$ cat src/rtl/qpl_pkg.sv
// Package: shared widths and fixed-point constants of the QPSK phase loop.
// Assumes inputs carry 8 fractional bits and 1.0 in the trig table is 1024.
package qpl_pkg;
    localparam int IN_W_D      = 12;   // input sample width
    localparam int PH_W_D      = 16;   // phase accumulator width (one turn)
    localparam int LUT_AW_D    = 8;    // phase bits used to address the table
    localparam int TRIG_FRAC_D = 10;   // fractional bits of sine/cosine
    localparam int GAIN_FRAC_D = 12;   // fractional bits of loop gains
    localparam int ACC_W_D     = 32;   // loop filter arithmetic width
    localparam int K1_D        = 4331; // proportional gain, scaled
    localparam int K2_D        = 116;  // integral gain, scaled
endpackage

$ cat src/rtl/qpl_sincos.sv
// Module: sine and cosine of a phase word from a quarter-wave table.
// Assumes LUT_AW >= 3; values are rounded and scaled by 2**TRIG_FRAC.
module qpl_sincos #(
    parameter int PH_W      = 16,
    parameter int LUT_AW    = 8,
    parameter int TRIG_FRAC = 10,
    localparam int TW       = TRIG_FRAC + 2
) (
    input  logic [PH_W-1:0]        phase,
    output logic signed [TW-1:0]   sin_v,
    output logic signed [TW-1:0]   cos_v
);
    localparam int QN = 1 << (LUT_AW - 2);
    localparam logic [LUT_AW-2:0] QN_V = (LUT_AW-1)'(QN);
    localparam real TWO_PI = 6.283185307179586;

    logic signed [TW-1:0] quarter [0:QN];
    logic [LUT_AW-1:0] idx_s;
    logic [LUT_AW-1:0] idx_c;

    // Quarter-wave table, one entry per step from 0 to 90 degrees inclusive.
    for (genvar k = 0; k <= QN; k++) begin : g_tab
        localparam real ANG = TWO_PI * k / (4.0 * QN);
        assign quarter[k] = TW'($rtoi($sin(ANG) * (2.0 ** TRIG_FRAC) + 0.5));
    end

    // Fold a full-circle index onto the quarter table.
    function automatic logic signed [TW-1:0] fold(input logic [LUT_AW-1:0] a);
        logic [LUT_AW-2:0] off;
        logic [LUT_AW-2:0] mir;
        off = {1'b0, a[LUT_AW-3:0]};
        mir = QN_V - off;
        case (a[LUT_AW-1:LUT_AW-2])
            2'd0:    fold = quarter[off];
            2'd1:    fold = quarter[mir];
            2'd2:    fold = -quarter[off];
            default: fold = -quarter[mir];
        endcase
    endfunction

    assign idx_s = phase[PH_W-1 -: LUT_AW];
    assign idx_c = idx_s + LUT_AW'(QN);
    assign sin_v = fold(idx_s);
    assign cos_v = fold(idx_c);
endmodule

$ cat src/rtl/qpl_derotate.sv
// Module: complex multiply of a sample by exp(-j*phase).
// Assumes sin/cos are scaled by 2**TRIG_FRAC; the result is floored.
module qpl_derotate #(
    parameter int IN_W      = 12,
    parameter int TRIG_FRAC = 10,
    localparam int TW       = TRIG_FRAC + 2,
    localparam int OUT_W    = IN_W + 1
) (
    input  logic signed [IN_W-1:0]  in_i,
    input  logic signed [IN_W-1:0]  in_q,
    input  logic signed [TW-1:0]    sin_v,
    input  logic signed [TW-1:0]    cos_v,
    output logic signed [OUT_W-1:0] rot_i,
    output logic signed [OUT_W-1:0] rot_q
);
    localparam int PW = IN_W + TW;

    logic signed [PW-1:0] p_ic, p_qs, p_qc, p_is;
    logic signed [PW:0]   sum_i, sum_q;

    // Four partial products, then sign-extended sum and difference.
    always_comb begin
        p_ic  = in_i * cos_v;
        p_qs  = in_q * sin_v;
        p_qc  = in_q * cos_v;
        p_is  = in_i * sin_v;
        sum_i = $signed({p_ic[PW-1], p_ic}) + $signed({p_qs[PW-1], p_qs});
        sum_q = $signed({p_qc[PW-1], p_qc}) - $signed({p_is[PW-1], p_is});
    end

    assign rot_i = sum_i[TRIG_FRAC +: OUT_W];
    assign rot_q = sum_q[TRIG_FRAC +: OUT_W];
endmodule

$ cat src/rtl/qpl_slicer.sv
// Module: nearest-corner QPSK decision and decision-directed phase error.
// Assumes zero is treated as a positive value in both axes.
module qpl_slicer #(
    parameter int OUT_W  = 13,
    localparam int ERR_W = OUT_W + 1
) (
    input  logic signed [OUT_W-1:0] rot_i,
    input  logic signed [OUT_W-1:0] rot_q,
    output logic [1:0]              dec,
    output logic signed [ERR_W-1:0] err
);
    logic signed [ERR_W-1:0] ext_i, ext_q, term_q, term_i;

    // Sign-weighted cross terms of the rotated sample.
    always_comb begin
        ext_i  = {rot_i[OUT_W-1], rot_i};
        ext_q  = {rot_q[OUT_W-1], rot_q};
        term_q = rot_i[OUT_W-1] ? -ext_q : ext_q;
        term_i = rot_q[OUT_W-1] ? -ext_i : ext_i;
        err    = term_q - term_i;
        dec    = {rot_i[OUT_W-1], rot_q[OUT_W-1]};
    end
endmodule

$ cat src/rtl/qpl_loop.sv
// Module: proportional-plus-integral loop filter and wrapping phase accumulator.
// Assumes state advances only on valid symbols; gains carry GAIN_FRAC bits.
module qpl_loop #(
    parameter int ERR_W     = 14,
    parameter int PH_W      = 16,
    parameter int ACC_W     = 32,
    parameter int GAIN_FRAC = 12,
    parameter int K1        = 4331,
    parameter int K2        = 116
) (
    input  logic                    clk,
    input  logic                    rst_n,
    input  logic                    sym_valid,
    input  logic signed [ERR_W-1:0] err,
    output logic [PH_W-1:0]         phase,
    output logic signed [PH_W-1:0]  step
);
    localparam logic signed [ACC_W-1:0] K1_S = ACC_W'(K1);
    localparam logic signed [ACC_W-1:0] K2_S = ACC_W'(K2);

    logic signed [ACC_W-1:0] integ;
    logic signed [ACC_W-1:0] err_x, prop, v_full;

    // Filter output from the proportional term and the prior integrator.
    always_comb begin
        err_x  = ACC_W'(err);
        prop   = err_x * K1_S;
        v_full = prop + integ;
        step   = v_full[GAIN_FRAC +: PH_W];
    end

    // Integrator and phase accumulator advance on each valid symbol.
    always_ff @(posedge clk) begin
        if (!rst_n) begin
            integ <= '0;
            phase <= '0;
        end else if (sym_valid) begin
            integ <= integ + err_x * K2_S;
            phase <= phase + step;
        end
    end

    p_reset_clear_r1: assert property (@(posedge clk)
        !rst_n |=> (phase == '0 && integ == '0));

    p_idle_stable_r8: assert property (@(posedge clk) disable iff (!rst_n)
        !sym_valid |=> ($stable(phase) && $stable(integ)));
endmodule

$ cat src/rtl/qpsk_phase_loop.sv
// Module: QPSK decision-directed carrier phase loop (top).
// Assumes one matched-filter sample per symbol with 8 fractional bits;
// results are registered one cycle after each accepted symbol.
module qpsk_phase_loop
    import qpl_pkg::*;
#(
    parameter int IN_W      = IN_W_D,
    parameter int PH_W      = PH_W_D,
    parameter int LUT_AW    = LUT_AW_D,
    parameter int TRIG_FRAC = TRIG_FRAC_D,
    parameter int GAIN_FRAC = GAIN_FRAC_D,
    parameter int ACC_W     = ACC_W_D,
    parameter int K1        = K1_D,
    parameter int K2        = K2_D,
    localparam int OUT_W    = IN_W + 1,
    localparam int ERR_W    = OUT_W + 1,
    localparam int TW       = TRIG_FRAC + 2
) (
    input  logic                    clk,
    input  logic                    rst_n,
    input  logic                    in_valid,
    input  logic signed [IN_W-1:0]  in_i,
    input  logic signed [IN_W-1:0]  in_q,
    output logic                    out_valid,
    output logic signed [OUT_W-1:0] rot_i,
    output logic signed [OUT_W-1:0] rot_q,
    output logic [1:0]              dec,
    output logic signed [PH_W-1:0]  filt_out
);
    logic [PH_W-1:0]         phase;
    logic signed [TW-1:0]    sin_v, cos_v;
    logic signed [OUT_W-1:0] ri_c, rq_c;
    logic [1:0]              dec_c;
    logic signed [ERR_W-1:0] err_c;
    logic signed [PH_W-1:0]  step_c;

    qpl_sincos #(.PH_W(PH_W), .LUT_AW(LUT_AW), .TRIG_FRAC(TRIG_FRAC)) u_trig (
        .phase(phase), .sin_v(sin_v), .cos_v(cos_v)
    );

    qpl_derotate #(.IN_W(IN_W), .TRIG_FRAC(TRIG_FRAC)) u_rot (
        .in_i(in_i), .in_q(in_q), .sin_v(sin_v), .cos_v(cos_v),
        .rot_i(ri_c), .rot_q(rq_c)
    );

    qpl_slicer #(.OUT_W(OUT_W)) u_slice (
        .rot_i(ri_c), .rot_q(rq_c), .dec(dec_c), .err(err_c)
    );

    qpl_loop #(
        .ERR_W(ERR_W), .PH_W(PH_W), .ACC_W(ACC_W),
        .GAIN_FRAC(GAIN_FRAC), .K1(K1), .K2(K2)
    ) u_loop (
        .clk(clk), .rst_n(rst_n), .sym_valid(in_valid), .err(err_c),
        .phase(phase), .step(step_c)
    );

    // Output registers load once per accepted symbol and hold otherwise.
    always_ff @(posedge clk) begin
        if (!rst_n) begin
            out_valid <= 1'b0;
            rot_i     <= '0;
            rot_q     <= '0;
            dec       <= '0;
            filt_out  <= '0;
        end else begin
            out_valid <= in_valid;
            if (in_valid) begin
                rot_i    <= ri_c;
                rot_q    <= rq_c;
                dec      <= dec_c;
                filt_out <= step_c;
            end
        end
    end

    p_valid_latency_r2: assert property (@(posedge clk) disable iff (!rst_n)
        in_valid |=> out_valid);

    p_idle_hold_r8: assert property (@(posedge clk) disable iff (!rst_n)
        !in_valid |=> (!out_valid && $stable(filt_out) && $stable(rot_i)));

    p_dec_sign_r4: assert property (@(posedge clk) disable iff (!rst_n)
        out_valid |-> (dec == {rot_i[OUT_W-1], rot_q[OUT_W-1]}));

    p_trig_norm_r3: assert property (@(posedge clk) disable iff (!rst_n)
        ((int'(sin_v) * int'(sin_v) + int'(cos_v) * int'(cos_v)) >
            (1 << (2 * TRIG_FRAC)) - (1 << (TRIG_FRAC + 2))) &&
        ((int'(sin_v) * int'(sin_v) + int'(cos_v) * int'(cos_v)) <
            (1 << (2 * TRIG_FRAC)) + (1 << (TRIG_FRAC + 2))));

    p_diag_zero_r5: assert property (@(posedge clk) disable iff (!rst_n)
        (((ri_c < 0) ? -ri_c : ri_c) == ((rq_c < 0) ? -rq_c : rq_c))
            |-> (err_c == '0));
endmodule

$ cat config.mk
export PLATFORM = sky130hd
export DESIGN_NAME = qpsk_phase_loop
export DESIGN_NICKNAME = d
export VERILOG_FILES = /design/src/rtl/qpl_pkg.sv /design/src/rtl/qpl_sincos.sv /design/src/rtl/qpl_derotate.sv /design/src/rtl/qpl_slicer.sv /design/src/rtl/qpl_loop.sv /design/src/rtl/qpsk_phase_loop.sv
export SDC_FILE = /design/constraint.sdc
export NUM_CORES = 2
export LEC_CHECK = 0
export ABC_CLOCK_PERIOD_IN_PS = 27900
export BUFFER_PORTS_ARGS = -buffer_cell sky130_fd_sc_hd__buf_2
export CORE_AREA = 2 2 252 254
export DETAILED_ROUTE_END_ITERATION = 8
export DIE_AREA = 0 0 254 256
export GPL_ROUTABILITY_DRIVEN = 0
export PLACE_DENSITY = 0.78
export SKIP_CTS_REPAIR_TIMING = 1
export SLEW_MARGIN = 20
export SYNTH_ARGS = -nofsm -noshare
export SYNTH_HDL_FRONTEND = slang
export SYNTH_SLANG_ARGS = --single-unit
$ cat constraint.sdc
create_clock -name clk -period 27.9 [get_ports clk]
set_input_delay 5.58 -clock clk [delete_from_list [all_inputs] [get_ports clk]]
set_output_delay 5.58 -clock clk [all_outputs]
set_load 0.02 [all_outputs]
==> metrics.cfg <==
[sta]
min_period_ns=22.87
fin_setup_tns_ns=0
period_share_pct=82.0
worstMarginPinSlew_ns=1.19
slew_headroom_pct=20.5
maxSlewViolCount=0
setup_viol=0
hold_viol=0
hold_ws_ns=0.473
max_freq_mhz=43.7
finClkSkew_ns=0.0123
rsz0062_at_grt=no

[worst_setup_path]
cpPeakStageDelay_ns=0.65
cp-end-kind=flip-flop
crit_start=in_i[6]
required_ns=28.18
reg2regPathDepth=85
timing.rr.start=u_loop.phase[9]
crit_cells=75
path_class=in2reg
crit_arrival_ns=23.15
crit_path_top_delay_cell=fa_1
rrSetupSlack_ns=5.74
path_buf_inv=11
crit_family=adder cells
cp-start-kind=primary input
r2r_end=u_loop.phase[15]
crit_end=u_loop.phase[15]
path_max_fanout=24

[drt]
via_per_inst=5.65
drt_wl_total_mm=89.1
wire_per_inst_um=18.3
drtAntennaViolNets=0
drc=0
route.vias.total=27574
first_pass_iters=6
drt_iter0_markers=2004

[layout]
fin_nets=5165
layout_common_cells=inv_1, fa_1, nand2_1
filler_cell_count=5255
layout_commonest_cell=inv_1
final_util_pct=60.4
syn2layout_area_growth_pct=3.78
final_layout_size_suffix_gt1_share_pct=5.48
num_antenna_cells=0

[logic_synthesis]
synthArstFlopShare_pct=0
yosysWarnings=0
synth_edf_count=0
synth_ff_type=dfxtp_1
postSynthRegisterBits=85
syn-num-nets=5222
synth-seq-area-share_pct=4.69
synth_top_area_share_pct=39.8
avgSynthCellArea_um2=8.89
synth_top_area_cell=fa_1
ys_types=108
ys_top_cells_by_area=fa_1, ha_1, inv_1
synth_cells=4083
syn_area_mm2=0.0363

[clock_tree]
clk_pin_slew_worst_paths_ns=0.07
cts_sinks=85
tritoncts=built
h-tree-depth=3
numCtsBuffers=9
ctsRootBufferMaster=clkbuf_16
cts_buffer_depth=2
clk_latency_ns=0.36

[global_route]
gr-usage-all-layers_pct=28.6
grt_pass1_vias=28702
grt_overflow=0
antenna_found_initial=0
grt_pass1_wl_mm=148
grt_max_degree=84

[placement]
dp_hpwl_mm=69.0
portBuffers=71

[die]
rows=92
start_util_pct=58.2
boundaryPins=72
die_area_mm2=0.0650
die_height_um=256
die-width_um=254
core_mm2=0.0624

[job]
cap_violations=0

[min_path]
hold_path_class=reg2reg

[outcome]
status=complete, no violations

kinds of logic (layout without fill, tap and decap cells):
group                      Yosys count  after routing  share of synthesized area [%]
and+or+nand+nor                   1085           1085                           14.6
buffers and inverters             1061           1009                           11.2
xor gates and xnor gates           193            193                           4.87
AOI/OAI and AO/OA                  453            453                           8.53
adders and majority gates         1112           1112                           53.2
muxes                               94             94                           2.88
DFF                                 85             85                           4.69
how the worst min path moves through the flow:
| stage | start | to | depth (start not counted) |
|---|---|---|---|
| floorplan | u_loop.phase[2] | u_loop.phase[2] | 2 |
| global placement | filt_out[2] | filt_out[2] | 2 |
| detailed placement | filt_out[2] | filt_out[2] | 2 |
| CTS | filt_out[2] | filt_out[2] | 2 |
| global route | filt_out[2] | filt_out[2] | 2 |
| finish | filt_out[2] | filt_out[2] | 2 |
Yosys cell counts, types with 43 or more instances:
cell type and n:
inv_1 871, fa_1 721, nand2_1 403, ha_1 391, and2_1 213, nor2_1 212
clkbuf_1 144, xnor2_1 132, a21oi_1 123, dfxtp_1 85, mux2i_1 83, o21ai_0 63
xor2_1 55, a21o_1 48, nor3_1 46, nand2b_1 43
through the flow:
stage | area (um^2) | cells | setup WS, ns
after floorplan | 36300 | 4083 | 5.95
after global placement | 37400 | 4861 | 5.02
after detailed placement | 37400 | 4861 | 4.79
after CTS | 37700 | 4877 | 5.10
after global routing | 37700 | 4877 | 3.92
final | 37700 | 4877 | 5.03
worst min-delay path, stage by stage, from the launching register on:
cell and delay [ns]:
dfxtp_1 0.31, nand2_1 0.06, a21oi_1 0.06
layout make-up:
cell class	instances	area [um^2]	share of cell area [%]
timing repair buffer	118	711	1.89
clock buffer	9	225	0.598
tap	846	1060	2.81
multi-input combinational	2937	30600	81.3
inverter	875	3280	8.72
sequential	85	1700	4.52
clock inverter	7	75.1	0.199
flip-flops by register name (all words and copies together) (netlist names):
name          cells
filt_out         16
rot_i            13
u_loop.phase     16
rot_q            12
u_loop.integ     26
out_valid         1
dec               1
layer usage:
| metal | vias up | GRT usage (%) | wire length (um) |
|---|---|---|---|
| li1 | 12492 | - | - |
| met1 | 13727 | 39.3 | 35800 |
| met2 | 1134 | 46.1 | 41900 |
| met3 | 221 | 3.56 | 6960 |
| met4 | 0 | 11.8 | 4460 |
| met5 | - | 0 | 0 |
Power is not shown: default switching activity piles up to over one toggle a cycle in this logic, so the estimate is an artifact.
